<file path="src/rtl/acq_seq_pkg.sv">
package acq_seq_pkg;

   localparam int INSTR_W   = 16;
   localparam int LOOP_BIT  = 1;
   localparam int TMR_BIT   = 2;
   localparam int RES8_BIT  = 3;
   localparam int WDOG_BIT  = 4;
   localparam int DW_LSB    = 12;
   localparam int CFG_CAL_A = 2;
   localparam int CFG_CAL_B = 6;
   localparam int CFG_CAL_L = 3;

   typedef enum logic [2:0] {
      PH_FETCH = 3'd0,
      PH_CHECK = 3'd1,
      PH_CAL   = 3'd2,
      PH_TIMER = 3'd3,
      PH_LIMIT = 3'd4,
      PH_CONV  = 3'd5,
      PH_WDX   = 3'd6,
      PH_ACQ   = 3'd7
   } phase_t;

   typedef struct packed {
      logic [3:0] dwell;
      logic       wdog;
      logic       res8;
      logic       tmr_en;
      logic       loop;
   } instr_f_t;

   function automatic instr_f_t decode_instr(input logic [INSTR_W-1:0] w);
      instr_f_t f;
      f.dwell  = w[DW_LSB +: 4];
      f.wdog   = w[WDOG_BIT];
      f.res8   = w[RES8_BIT];
      f.tmr_en = w[TMR_BIT];
      f.loop   = w[LOOP_BIT];
      return f;
   endfunction

endpackage

</file>
<file path="src/rtl/acq_seq_len.sv">
module acq_seq_len
   import acq_seq_pkg::*;
#(
   parameter int CFG_W          = 8,
   parameter int TMR_W          = 16,
   parameter int CAL_SHORT      = 76,
   parameter int CAL_LONG       = 4944,
   parameter int CONV_HI        = 44,
   parameter int CONV_LO        = 21,
   parameter int WD_CYC         = 5,
   parameter int ACQ_HI_BASE    = 9,
   parameter int ACQ_LO_BASE    = 2,
   parameter bit CAL_LONG_FIRST = 1'b1
) (
   input  phase_t             nxt,
   input  instr_f_t           fld,
   input  logic [CFG_W-1:0]   cfg,
   input  logic [TMR_W-1:0]   tmr_val,
   output logic               cal_req,
   output logic [TMR_W-1:0]   len_m1
);
   localparam logic [TMR_W-1:0] CAL_S_M1 = TMR_W'(CAL_SHORT - 1);
   localparam logic [TMR_W-1:0] CAL_L_M1 = TMR_W'(CAL_LONG - 1);
   localparam logic [TMR_W-1:0] CONV_H_M1 = TMR_W'(CONV_HI - 1);
   localparam logic [TMR_W-1:0] CONV_L_M1 = TMR_W'(CONV_LO - 1);
   localparam logic [TMR_W-1:0] WD_M1    = TMR_W'(WD_CYC - 1);
   localparam logic [TMR_W-1:0] ACQ_H_M1 = TMR_W'(ACQ_HI_BASE - 1);
   localparam logic [TMR_W-1:0] ACQ_L_M1 = TMR_W'(ACQ_LO_BASE - 1);

   logic             short_req, long_req, unused_cfg;
   logic [TMR_W-1:0] cal_m1, acq_m1, conv_m1, dwell2;

   assign short_req  = cfg[CFG_CAL_A] | cfg[CFG_CAL_B];
   assign long_req   = cfg[CFG_CAL_L];
   assign cal_req    = short_req | long_req;
   assign unused_cfg = ^cfg;

   generate
      if (CAL_LONG_FIRST) begin : g_long_first
         assign cal_m1 = long_req ? CAL_L_M1 : CAL_S_M1;
      end else begin : g_short_first
         assign cal_m1 = short_req ? CAL_S_M1 : CAL_L_M1;
      end
   endgenerate

   assign dwell2  = TMR_W'({fld.dwell, 1'b0});
   assign acq_m1  = ((fld.res8 && !fld.wdog) ? ACQ_L_M1 : ACQ_H_M1) + dwell2;
   assign conv_m1 = fld.wdog ? WD_M1 : (fld.res8 ? CONV_L_M1 : CONV_H_M1);

   always_comb begin
      unique case (nxt)
         PH_CAL:   len_m1 = cal_m1;
         PH_TIMER: len_m1 = tmr_val;
         PH_ACQ:   len_m1 = acq_m1;
         PH_CONV:  len_m1 = conv_m1;
         PH_WDX:   len_m1 = WD_M1;
         default:  len_m1 = '0;
      endcase
   end

   always_comb begin
      if (nxt == PH_WDX) a_r9_wdx_len : assert (len_m1 == WD_M1);
   end
endmodule

</file>
<file path="src/rtl/acq_seq_ptr.sv">
module acq_seq_ptr #(
   parameter int PTR_W = 3
) (
   input  logic             clk,
   input  logic             rst_n,
   input  logic             adv,
   input  logic             loop,
   output logic [PTR_W-1:0] ptr
);
   always_ff @(posedge clk or negedge rst_n) begin
      if (!rst_n)   ptr <= '0;
      else if (adv) ptr <= loop ? '0 : ptr + PTR_W'(1);
   end

   // a marked instruction sends the pointer home
   a_r4_loop_home : assert property (@(posedge clk) disable iff (!rst_n)
      (adv && loop) |=> (ptr == '0));
   // otherwise it steps by one, wrapping naturally
   a_r3_step : assert property (@(posedge clk) disable iff (!rst_n)
      (adv && !loop) |=> (ptr == $past(ptr) + PTR_W'(1)));
   // no end of instruction, no pointer change
   a_r11_ptr_hold : assert property (@(posedge clk) disable iff (!rst_n)
      !adv |=> $stable(ptr));
endmodule

</file>
<file path="src/rtl/acq_seq_phase.sv">
module acq_seq_phase
   import acq_seq_pkg::*;
#(
   parameter int TMR_W = 16
) (
   input  logic             clk,
   input  logic             rst_n,
   input  logic             start,
   input  logic             pause,
   input  logic             cal_req,
   input  logic             tmr_en,
   input  logic             wdog,
   input  logic [TMR_W-1:0] len_m1,
   output phase_t           phase,
   output phase_t           nxt,
   output logic             adv
);
   logic [TMR_W-1:0] cnt;
   logic             done;

   assign done = (cnt == '0);

   always_comb begin
      nxt = phase;
      adv = 1'b0;
      if (pause) begin
         nxt = PH_CHECK;
      end else if (done) begin
         unique case (phase)
            PH_FETCH: nxt = PH_CHECK;
            PH_CHECK: if (start) nxt = cal_req ? PH_CAL : (tmr_en ? PH_TIMER : PH_ACQ);
            PH_CAL:   nxt = tmr_en ? PH_TIMER : PH_ACQ;
            PH_TIMER: nxt = PH_ACQ;
            PH_ACQ:   nxt = PH_LIMIT;
            PH_LIMIT: nxt = PH_CONV;
            PH_CONV: begin
               if (wdog) nxt = PH_WDX;
               else begin
                  nxt = PH_FETCH;
                  adv = 1'b1;
               end
            end
            PH_WDX: begin
               nxt = PH_FETCH;
               adv = 1'b1;
            end
            default: nxt = PH_CHECK;
         endcase
      end
   end

   always_ff @(posedge clk or negedge rst_n) begin
      if (!rst_n) begin
         phase <= PH_CHECK;
         cnt   <= '0;
      end else begin
         phase <= nxt;
         if (pause || done) cnt <= len_m1;
         else               cnt <= cnt - TMR_W'(1);
      end
   end

   // pause parks the machine in the check phase
   a_r11_pause : assert property (@(posedge clk) disable iff (!rst_n)
      pause |=> (phase == PH_CHECK));
   // low start keeps the machine parked
   a_r2_park : assert property (@(posedge clk) disable iff (!rst_n)
      (phase == PH_CHECK && !start) |=> (phase == PH_CHECK));
   // fetch is a single cycle followed by the check phase
   a_r10_fetch : assert property (@(posedge clk) disable iff (!rst_n)
      (phase == PH_FETCH) |=> (phase == PH_CHECK));
   // limit read is a single cycle followed by conversion
   a_r10_limit : assert property (@(posedge clk) disable iff (!rst_n)
      (phase == PH_LIMIT && !pause) |=> (phase == PH_CONV));
   // a phase with budget left does not move
   a_r10_dwell : assert property (@(posedge clk) disable iff (!rst_n)
      (!done && !pause) |=> $stable(phase));
endmodule

</file>
<file path="src/rtl/acq_seq_ctrl.sv">
module acq_seq_ctrl
   import acq_seq_pkg::*;
#(
   parameter int PTR_W          = 3,
   parameter int CFG_W          = 8,
   parameter int TMR_W          = 16,
   parameter int CAL_SHORT      = 76,
   parameter int CAL_LONG       = 4944,
   parameter int CONV_HI        = 44,
   parameter int CONV_LO        = 21,
   parameter int WD_CYC         = 5,
   parameter bit CAL_LONG_FIRST = 1'b1
) (
   input  logic               clk,
   input  logic               rst_n,
   input  logic               start,
   input  logic               pause,
   input  logic [CFG_W-1:0]   cfg,
   input  logic [TMR_W-1:0]   tmr_val,
   output logic [PTR_W-1:0]   instr_addr,
   input  logic [INSTR_W-1:0] instr_data,
   output logic [2:0]         phase_code,
   output logic [7:0]         phase_oh,
   output logic [15:0]        status_word
);
   localparam int NUM_PH = 8;

   generate
      if (PTR_W < 1 || PTR_W > 3) begin : g_bad_ptr
         $error("PTR_W must lie in 1..3 to fit status bits 10:8");
      end
      if (CFG_W < 7) begin : g_bad_cfg
         $error("CFG_W must cover configuration bit 6");
      end
      if (CAL_LONG > (2 ** TMR_W) || CAL_SHORT < 1 || WD_CYC < 1) begin : g_bad_len
         $error("phase budgets must be nonzero and fit TMR_W");
      end
   endgenerate

   phase_t           phase, nxt;
   logic             adv, cal_req, unused_instr;
   logic [TMR_W-1:0] len_m1;
   logic [PTR_W-1:0] ptr;
   instr_f_t         fld_q, fld_cur;

   assign unused_instr = ^instr_data;
   assign fld_cur = (phase == PH_FETCH || phase == PH_CHECK) ? decode_instr(instr_data) : fld_q;

   always_ff @(posedge clk or negedge rst_n) begin
      if (!rst_n) fld_q <= '0;
      else if (phase == PH_FETCH || phase == PH_CHECK) fld_q <= fld_cur;
   end

   acq_seq_len #(
      .CFG_W(CFG_W), .TMR_W(TMR_W), .CAL_SHORT(CAL_SHORT), .CAL_LONG(CAL_LONG),
      .CONV_HI(CONV_HI), .CONV_LO(CONV_LO), .WD_CYC(WD_CYC),
      .ACQ_HI_BASE(9), .ACQ_LO_BASE(2), .CAL_LONG_FIRST(CAL_LONG_FIRST)
   ) u_len (
      .nxt(nxt), .fld(fld_cur), .cfg(cfg), .tmr_val(tmr_val),
      .cal_req(cal_req), .len_m1(len_m1)
   );

   acq_seq_phase #(.TMR_W(TMR_W)) u_phase (
      .clk(clk), .rst_n(rst_n), .start(start), .pause(pause),
      .cal_req(cal_req), .tmr_en(fld_cur.tmr_en), .wdog(fld_cur.wdog),
      .len_m1(len_m1), .phase(phase), .nxt(nxt), .adv(adv)
   );

   acq_seq_ptr #(.PTR_W(PTR_W)) u_ptr (
      .clk(clk), .rst_n(rst_n), .adv(adv), .loop(fld_q.loop), .ptr(ptr)
   );

   assign instr_addr = ptr;
   assign phase_code = phase;

   for (genvar i = 0; i < NUM_PH; i++) begin : g_strobe
      assign phase_oh[i] = (phase_code == 3'(i));
   end

   always_comb begin
      status_word = '0;
      status_word[8 +: PTR_W] = ptr;
      status_word[2:0] = phase_code;
   end

   // exactly one strobe is active
   a_r12_onehot : assert property (@(posedge clk) disable iff (!rst_n)
      $countones(phase_oh) == 1);
   // status fields follow the pointer and the phase
   a_r5_status : assert property (@(posedge clk) disable iff (!rst_n)
      (status_word[10:8] == 3'(instr_addr)) && (status_word[2:0] == phase_code));
endmodule

</file>
<file path="config.mk">
export PLATFORM = sky130hd
export DESIGN_NAME = acq_seq_ctrl
export DESIGN_NICKNAME = d
export VERILOG_FILES = /design/src/rtl/acq_seq_pkg.sv /design/src/rtl/acq_seq_len.sv /design/src/rtl/acq_seq_ptr.sv /design/src/rtl/acq_seq_phase.sv /design/src/rtl/acq_seq_ctrl.sv
export SDC_FILE = /design/constraint.sdc
export NUM_CORES = 1
export LEC_CHECK = 0
export ABC_CLOCK_PERIOD_IN_PS = 3700
export CAP_MARGIN = 20
export CORE_MARGIN = 5
export CORE_UTILIZATION = 40
export DETAILED_ROUTE_END_ITERATION = 12
export PLACE_DENSITY_LB_ADDON = 0.12
export SLEW_MARGIN = 5
export SYNTH_ARGS = -nofsm -noshare
export SYNTH_HDL_FRONTEND = slang
export SYNTH_HIERARCHICAL = 1
export SYNTH_SLANG_ARGS = --single-unit
</file>
<file path="constraint.sdc">
create_clock -name clk -period 3.7 [get_ports clk]
set_input_delay 0.925 -clock clk [delete_from_list [all_inputs] [get_ports clk]]
set_output_delay 0.925 -clock clk [all_outputs]
set_load 0.01 [all_outputs]
</file>
==> results of run 1 <==
[power breakdown]
part           total [mW]  switching [mW]  internal [mW]
registers           0.514          0.0982          0.415
clock network       0.262           0.128          0.134
logic               0.728           0.339          0.389
total                1.50           0.565          0.938
[critical path, stage by stage]
cell,delay (ns)
clkdlybuf4s50_1,0.42
or3_1,0.41
nor2b_1,0.16
a21oi_1,0.07
or3_1,0.31
a311oi_1,0.30
buf_4,0.21
mux2_4,0.30
a21oi_1,0.16
nor2b_1,0.06
mux2_2,0.25
[area by class of cell]
class / instances / area, um^2 / area share
clock buffer: 8 / 80.1 / 0.0279
inverter: 6 / 22.5 / 0.00784
multi-input combinational: 170 / 1350 / 0.468
timing repair buffer: 61 / 583 / 0.203
sequential: 30 / 752 / 0.262
tap: 72 / 90.1 / 0.0314
[routing by layer]
metal | vias to the layer above | global-route usage
met2 | 37 | 0.232
li1 | 885 | -
met4 | 0 | 0.0374
met5 | - | 0
met1 | 874 | 0.188
met3 | 5 | 0.0413
[worst paths after layout]
check,cells past startpoint,slack [ns],end
max,11,0.30,u_phase/cnt[4]
min,1,0.51,fld_q[3]
max reg2reg,12,0.61,u_phase/cnt[4]
min reg2reg,1,0.51,fld_q[3]
max in group asynchronous,2,2.35,u_phase/phase[0]
min in group asynchronous,2,1.03,u_phase/cnt[10]
[stage by stage]
stage | hold slack (ns) | utilization | std cells
2_1_floorplan | 0.481 | - | 233
3_3_place_gp | 0.489 | 0.504 | 339
3_5_place_dp | 0.496 | 0.504 | 339
4_1_cts | 0.511 | 0.519 | 347
5_1_grt | 0.536 | 0.519 | 347
6_report | 0.507 | 0.519 | 347
[placed cells by master (no fill, tap or decap), types with 2 or more instances in the layout]
master            n
clkdlybuf4s50_1  50
dfrtp_1          29
mux2_4           17
a21oi_1          13
mux2_2           12
buf_4            11
conb_1           10
nand2_1           9
nor2_1            8
xor2_1            8
o21ai_0           8
nor2b_1           7
and3_1            7
inv_1             6
nor3_1            5
clkbuf_8          5
nor4_1            5
nand2b_1          4
ha_1              4
or4_1             4
clkbuf_1          3
or3_1             3
xnor2_1           3
a2bb2oi_1         3
o31ai_1           3
nor2_4            2
nor3b_1           2
and3b_2           2
o22ai_1           2
or2_2             2
mux2i_1           2
[sequential cells by signal, summed over array words and instances, names as in the netlist]
register / cells
u_ptr/ptr: 3
u_phase/phase: 3
fld_q: 8
u_phase/cnt: 16
==> impl_metrics.prom, run 1 <==
# TYPE chip_impl_metric gauge
chip_impl_info{name="status",value="completed"} 1
chip_impl_metric{name="tritoncts.num_buffers",unit=""} 5
chip_impl_metric{name="final_min_period_over_clock_period",unit=""} 0.920
chip_impl_metric{name="rows",unit=""} 27
chip_impl_metric{name="initialDrtViolationCount",unit=""} 70
chip_impl_metric{name="globalRouteTotalUtil",unit=""} 0.143
chip_impl_metric{name="die_ar",unit="um^2"} 7330
chip_impl_metric{name="dr.pass1.iters",unit=""} 4
chip_impl_metric{name="clkTransAtPathRegs",unit="ns"} 0.06
chip_impl_metric{name="grt_antenna_before_repair",unit=""} 0
chip_impl_metric{name="crit_arrival",unit="ns"} 3.57
chip_impl_metric{name="avgRoutedWirePerCell",unit="um"} 14.6
chip_impl_metric{name="post_cts_hold_buffer_count",unit=""} 0
chip_impl_metric{name="period_needed",unit="ns"} 3.40
chip_impl_metric{name="design.core.area",unit="um^2"} 5540
chip_impl_metric{name="worst_ir_drop_vdd",unit="V"} 0.000283
chip_impl_info{name="reg_to_reg_start",value="u_phase/cnt[0]"} 1
chip_impl_metric{name="report.power.total",unit="mW"} 1.50
chip_impl_metric{name="finalMaxSlewViolations",unit=""} 0
chip_impl_metric{name="grt_pass1_vias",unit=""} 1761
chip_impl_metric{name="ant_nets",unit=""} 0
chip_impl_metric{name="met2_wirelength",unit="um"} 2340
chip_impl_metric{name="clock_skew",unit="ns"} 0.00807
chip_impl_info{name="hold_class",value="reg -> reg"} 1
chip_impl_metric{name="timing.max_slew.rel_slack",unit=""} 0.657
chip_impl_metric{name="finalHoldViolations",unit=""} 0
chip_impl_info{name="ctsRootBufferMaster",value="clkbuf_8"} 1
chip_impl_metric{name="ctsHtreeMaxLevel",unit=""} 2
chip_impl_metric{name="die_h",unit="um"} 85.6
chip_impl_metric{name="grt_pass1_wl",unit="um"} 8400
chip_impl_metric{name="flow.area_growth_from_synthesis",unit="%"} 25.6
chip_impl_metric{name="globalRoute.totalOverflow",unit=""} 0
chip_impl_metric{name="placed_area",unit="um^2"} 2790
chip_impl_metric{name="dp_hpwl",unit="um"} 3810
chip_impl_info{name="worst_setup_path_start_kind",value="input port"} 1
chip_impl_metric{name="floorplan.die.width",unit="um"} 85.6
chip_impl_metric{name="num-fill-cells",unit=""} 538
chip_impl_metric{name="final.setup.tns",unit="ns"} 0
chip_impl_info{name="critical_path.startpoint",value="cfg[3]"} 1
chip_impl_metric{name="max_slew.worst_pin.slew",unit="ns"} 0.514
chip_impl_info{name="hold_path_origin",value="fld_q[3]"} 1
chip_impl_metric{name="max-cap-violations",unit=""} 0
chip_impl_metric{name="drc",unit=""} 0
chip_impl_metric{name="finalSetupViolations",unit=""} 0
chip_impl_metric{name="final_critical_path_setup_slack",unit="ns"} 0.297
chip_impl_info{name="cp_endpoint_kind",value="register"} 1
chip_impl_metric{name="route.detailed.vias_per_inst",unit=""} 5.19
chip_impl_metric{name="wirelength",unit="um"} 5060
chip_impl_metric{name="dr_wl_met3",unit="um"} 287
chip_impl_metric{name="timing.critical_path.fanout_max",unit=""} 7
chip_impl_metric{name="clock.fmax",unit="GHz"} 0.294
chip_impl_metric{name="power-per-cell-area",unit="nW/um^2"} 523
chip_impl_metric{name="grt_start_max_net_pins",unit=""} 31
chip_impl_metric{name="leakagePower",unit="nW"} 1.30
chip_impl_metric{name="post_route_cells_drive_above_1_share",unit=""} 0.211
chip_impl_metric{name="postSynthAreaPerCell",unit="um^2"} 10.2
chip_impl_metric{name="place.gp.congestion",unit=""} 0.780
chip_impl_metric{name="dpl_worst_slack",unit="ns"} -0.00590
chip_impl_metric{name="cts_post_setup_buffers_inserted",unit=""} 0
chip_impl_metric{name="antenna_cells",unit=""} 0
chip_impl_metric{name="post_synth_inst_count",unit=""} 224
chip_impl_info{name="cts_tree",value="done"} 1
chip_impl_metric{name="num_vias",unit=""} 1801
chip_impl_metric{name="floorplan.initialDensity",unit=""} 0.413
chip_impl_metric{name="boundaryPins",unit=""} 74
chip_impl_metric{name="timing.critical_path.required",unit="ns"} 3.87
chip_impl_metric{name="clock_tree.buffer_depth",unit=""} 2
chip_impl_info{name="top_signal_layer_used",value="met4"} 1
chip_impl_info{name="critPathKind",value="in -> reg"} 1
chip_impl_info{name="setup_repair_after_global_routing_missed_its_margin",value="false"} 1
chip_impl_metric{name="nNetsFinal",unit=""} 322
chip_impl_metric{name="routedLengthMet1",unit="um"} 2370
chip_impl_metric{name="finalInstanceArea",unit="um^2"} 2870
chip_impl_metric{name="mapped_cell_area",unit="um^2"} 2290
chip_impl_metric{name="synth-warning-count",unit=""} 6
chip_impl_metric{name="worstSkewPairLatency",unit="ns"} 0.29
chip_impl_metric{name="placement.io_buffers",unit=""} 50
chip_impl_metric{name="number_of_sinks_handled_by_clock_tree_synthesis",unit=""} 30
chip_impl_metric{name="post_cts_resized",unit=""} 0
Power figures use the tool's default switching activity.
==> run 2, diff against run 1 <==
--- a/config.mk
+++ b/config.mk
@@ -8,7 +8,7 @@
 export ABC_CLOCK_PERIOD_IN_PS = 3700
 export CAP_MARGIN = 20
 export CORE_MARGIN = 5
-export CORE_UTILIZATION = 40
+export CORE_UTILIZATION = 47
 export DETAILED_ROUTE_END_ITERATION = 12
 export PLACE_DENSITY_LB_ADDON = 0.12
 export SLEW_MARGIN = 5
==> run 2 against run 1 <==
Sequential power shrank 1%. First-iteration DRC count increased by 4.3%. Cell count is 0.86% lower. Fmax fell by 1.0%. Via count shrank 0.56%. Wire length down 0.83%. Setup slack got worse by 0.035 ns. Global-route usage is 2.6 points higher. Design area up 0.70%. Register-to-register slack got worse by 0.10 ns. Largest cell class unchanged. Highest routed layer unchanged.
==> impl_metrics.prom, run 2 (synthesis results as in run 1) <==
# TYPE chip_impl_metric gauge
chip_impl_metric{name="boundaryPins",unit=""} 74
chip_impl_metric{name="nNetsFinal",unit=""} 324
chip_impl_metric{name="dp.cells",unit=""} 336
chip_impl_metric{name="grt_pass1_wl",unit="um"} 8360
chip_impl_metric{name="globalRoute.totalOverflow",unit=""} 0
chip_impl_metric{name="worst-path-buf-inv",unit=""} 2
chip_impl_metric{name="finalInstanceArea",unit="um^2"} 2890
chip_impl_metric{name="placed_area",unit="um^2"} 2800
chip_impl_metric{name="max_slew.worst_pin.slew",unit="ns"} 0.575
chip_impl_metric{name="timing.max_slew.rel_slack",unit=""} 0.617
chip_impl_metric{name="post_route_cells_drive_above_1_share",unit=""} 0.224
chip_impl_metric{name="grt_antenna_before_repair",unit=""} 0
chip_impl_metric{name="antenna_cells",unit=""} 0
chip_impl_metric{name="finalHoldViolations",unit=""} 0
chip_impl_info{name="max_flop_register",value="u_phase/cnt"} 1
chip_impl_metric{name="number_of_sinks_handled_by_clock_tree_synthesis",unit=""} 30
chip_impl_metric{name="ctsHtreeMaxLevel",unit=""} 2
chip_impl_metric{name="cts_post_setup_buffers_inserted",unit=""} 0
chip_impl_metric{name="finalSetupViolations",unit=""} 0
chip_impl_metric{name="fin_worst_hold_slack",unit="ns"} 0.509
chip_impl_metric{name="design.core.area",unit="um^2"} 4720
chip_impl_metric{name="placement.io_buffers",unit=""} 50
chip_impl_info{name="hold_class",value="reg -> reg"} 1
chip_impl_info{name="ctsRootBufferMaster",value="clkbuf_8"} 1
chip_impl_metric{name="largest_register_ffs",unit=""} 16
chip_impl_info{name="layout_commonest_cell",value="clkdlybuf4s50_1"} 1
chip_impl_metric{name="dpl_worst_slack",unit="ns"} -0.0208
chip_impl_metric{name="clkTransAtPathRegs",unit="ns"} 0.07
chip_impl_metric{name="avgRoutedWirePerCell",unit="um"} 14.6
chip_impl_metric{name="num_vias",unit=""} 1791
chip_impl_info{name="status",value="completed"} 1
chip_impl_metric{name="route.detailed.vias_per_inst",unit=""} 5.21
chip_impl_metric{name="wirelength",unit="um"} 5010
chip_impl_metric{name="clock.fmax",unit="GHz"} 0.291
chip_impl_info{name="path_delay_family",value="simple AND/OR/NAND/NOR gates"} 1
chip_impl_info{name="setup_repair_after_global_routing_missed_its_margin",value="false"} 1
chip_impl_metric{name="place.gp.congestion",unit=""} 0.794
chip_impl_metric{name="power-per-cell-area",unit="nW/um^2"} 523
chip_impl_metric{name="final.setup.tns",unit="ns"} 0
chip_impl_metric{name="timing.critical_path.required",unit="ns"} 3.87
chip_impl_metric{name="period_needed",unit="ns"} 3.44
chip_impl_info{name="registers_with_the_highest_flip_flop_counts",value="u_phase/cnt: 16 flops, fld_q: 8 flops"} 1
chip_impl_metric{name="grt_pass1_vias",unit=""} 1728
chip_impl_metric{name="leakagePower",unit="nW"} 1.32
chip_impl_metric{name="initialDrtViolationCount",unit=""} 73
chip_impl_metric{name="post_cts_hold_buffer_count",unit=""} 0
chip_impl_metric{name="dp_hpwl",unit="um"} 3730
chip_impl_metric{name="die_h",unit="um"} 79.8
chip_impl_metric{name="clock_tree.buffer_depth",unit=""} 2
chip_impl_metric{name="max-cap-violations",unit=""} 0
chip_impl_metric{name="floorplan.initialDensity",unit=""} 0.484
chip_impl_metric{name="ant_nets",unit=""} 0
chip_impl_metric{name="crit_arrival",unit="ns"} 3.61
chip_impl_metric{name="finalCoreUtilization",unit=""} 0.612
chip_impl_metric{name="timing.critical_path.fanout_max",unit=""} 5
chip_impl_metric{name="instances_no_fill",unit=""} 344
chip_impl_metric{name="cpPeakStageDelay",unit="ns"} 0.46
chip_impl_metric{name="report.power.total",unit="mW"} 1.51
chip_impl_metric{name="dr.pass1.iters",unit=""} 4
chip_impl_metric{name="grt_start_max_net_pins",unit=""} 31
chip_impl_metric{name="die_ar",unit="um^2"} 6360
chip_impl_metric{name="finalMaxSlewViolations",unit=""} 0
chip_impl_info{name="critPathKind",value="in -> reg"} 1
chip_impl_info{name="path_cells",value="clkdlybuf4s50_1 > or3_1 > nor2b_1 > a21oi_1 > or3_1 > a311oi_1 > buf_4 > mux2_4 > a21oi_1 > nor2b_1 > mux2_4"} 1
chip_impl_metric{name="tritoncts.num_buffers",unit=""} 5
chip_impl_metric{name="rows",unit=""} 25
chip_impl_metric{name="final_min_period_over_clock_period",unit=""} 0.929
chip_impl_info{name="cp_endpoint_kind",value="register"} 1
chip_impl_info{name="final_cell_mix",value="50 x clkdlybuf4s50_1, 29 x dfrtp_1, 17 x mux2_4, 13 x buf_4, 13 x a21oi_1"} 1
chip_impl_info{name="cts_tree",value="done"} 1
chip_impl_metric{name="worstSkewPairLatency",unit="ns"} 0.28
chip_impl_info{name="worst_setup_path_start_kind",value="input port"} 1
chip_impl_metric{name="post_cts_resized",unit=""} 0
chip_impl_metric{name="drc",unit=""} 0
chip_impl_metric{name="floorplan.die.width",unit="um"} 79.8
chip_impl_metric{name="final_critical_path_setup_slack",unit="ns"} 0.262
chip_impl_metric{name="worst_ir_drop_vdd",unit="V"} 0.000312
chip_impl_info{name="cp_slowest_cell",value="clkdlybuf4s50_1"} 1
chip_impl_metric{name="globalRouteTotalUtil",unit=""} 0.169
chip_impl_metric{name="flow.area_growth_from_synthesis",unit="%"} 26.5
chip_impl_metric{name="clock_skew",unit="ns"} 0.00734
[run 2: cell count changes in the layout (fill, tap and decap cells not counted)]
| cell | change |
|---|---|
| clkinv_2 | +1 |
| clkbuf_8 | +1 |
| buf_4 | +2 |
| clkbuf_1 | -2 |
[run 2: power by group]
group / switching, mW / total [mW] / internal (mW)
sequential: 0.0941 / 0.509 / 0.415
combinational: 0.342 / 0.729 / 0.388
clock: 0.124 / 0.274 / 0.150
[run 2: worst paths after layout]
path,from,slack (ns),depth (start not counted),end
worst max-delay path,cfg[3],0.26,11,u_phase/cnt[5]
worst min-delay path,fld_q[4],0.51,1,fld_q[4]
worst max register to register,u_phase/cnt[0],0.51,11,u_phase/cnt[5]
worst min register to register,fld_q[4],0.51,1,fld_q[4]
max in group asynchronous,rst_n,2.32,2,u_phase/phase[0]
min in group asynchronous,rst_n,1.04,2,fld_q[1]
[run 2: layout make-up]
cell class	count	area, um^2
Fill cell	406	1830
Inverter	6	22.5
Clock buffer	7	86.3
Tap cell	67	83.8
Clock inverter	1	5.00
Sequential cell	30	752
Multi-Input combinational cell	170	1350
Timing Repair Buffer	63	598
[run 2: routing by layer]
layer | vias up | track usage | part of all wire | wire, um
met5 | - | 0 | 0 | 0
met4 | 0 | 0.0524 | 0.013 | 63
met3 | 6 | 0.0485 | 0.047 | 238
met2 | 42 | 0.263 | 0.48 | 2420
met1 | 842 | 0.228 | 0.46 | 2290
li1 | 901 | - | - | -
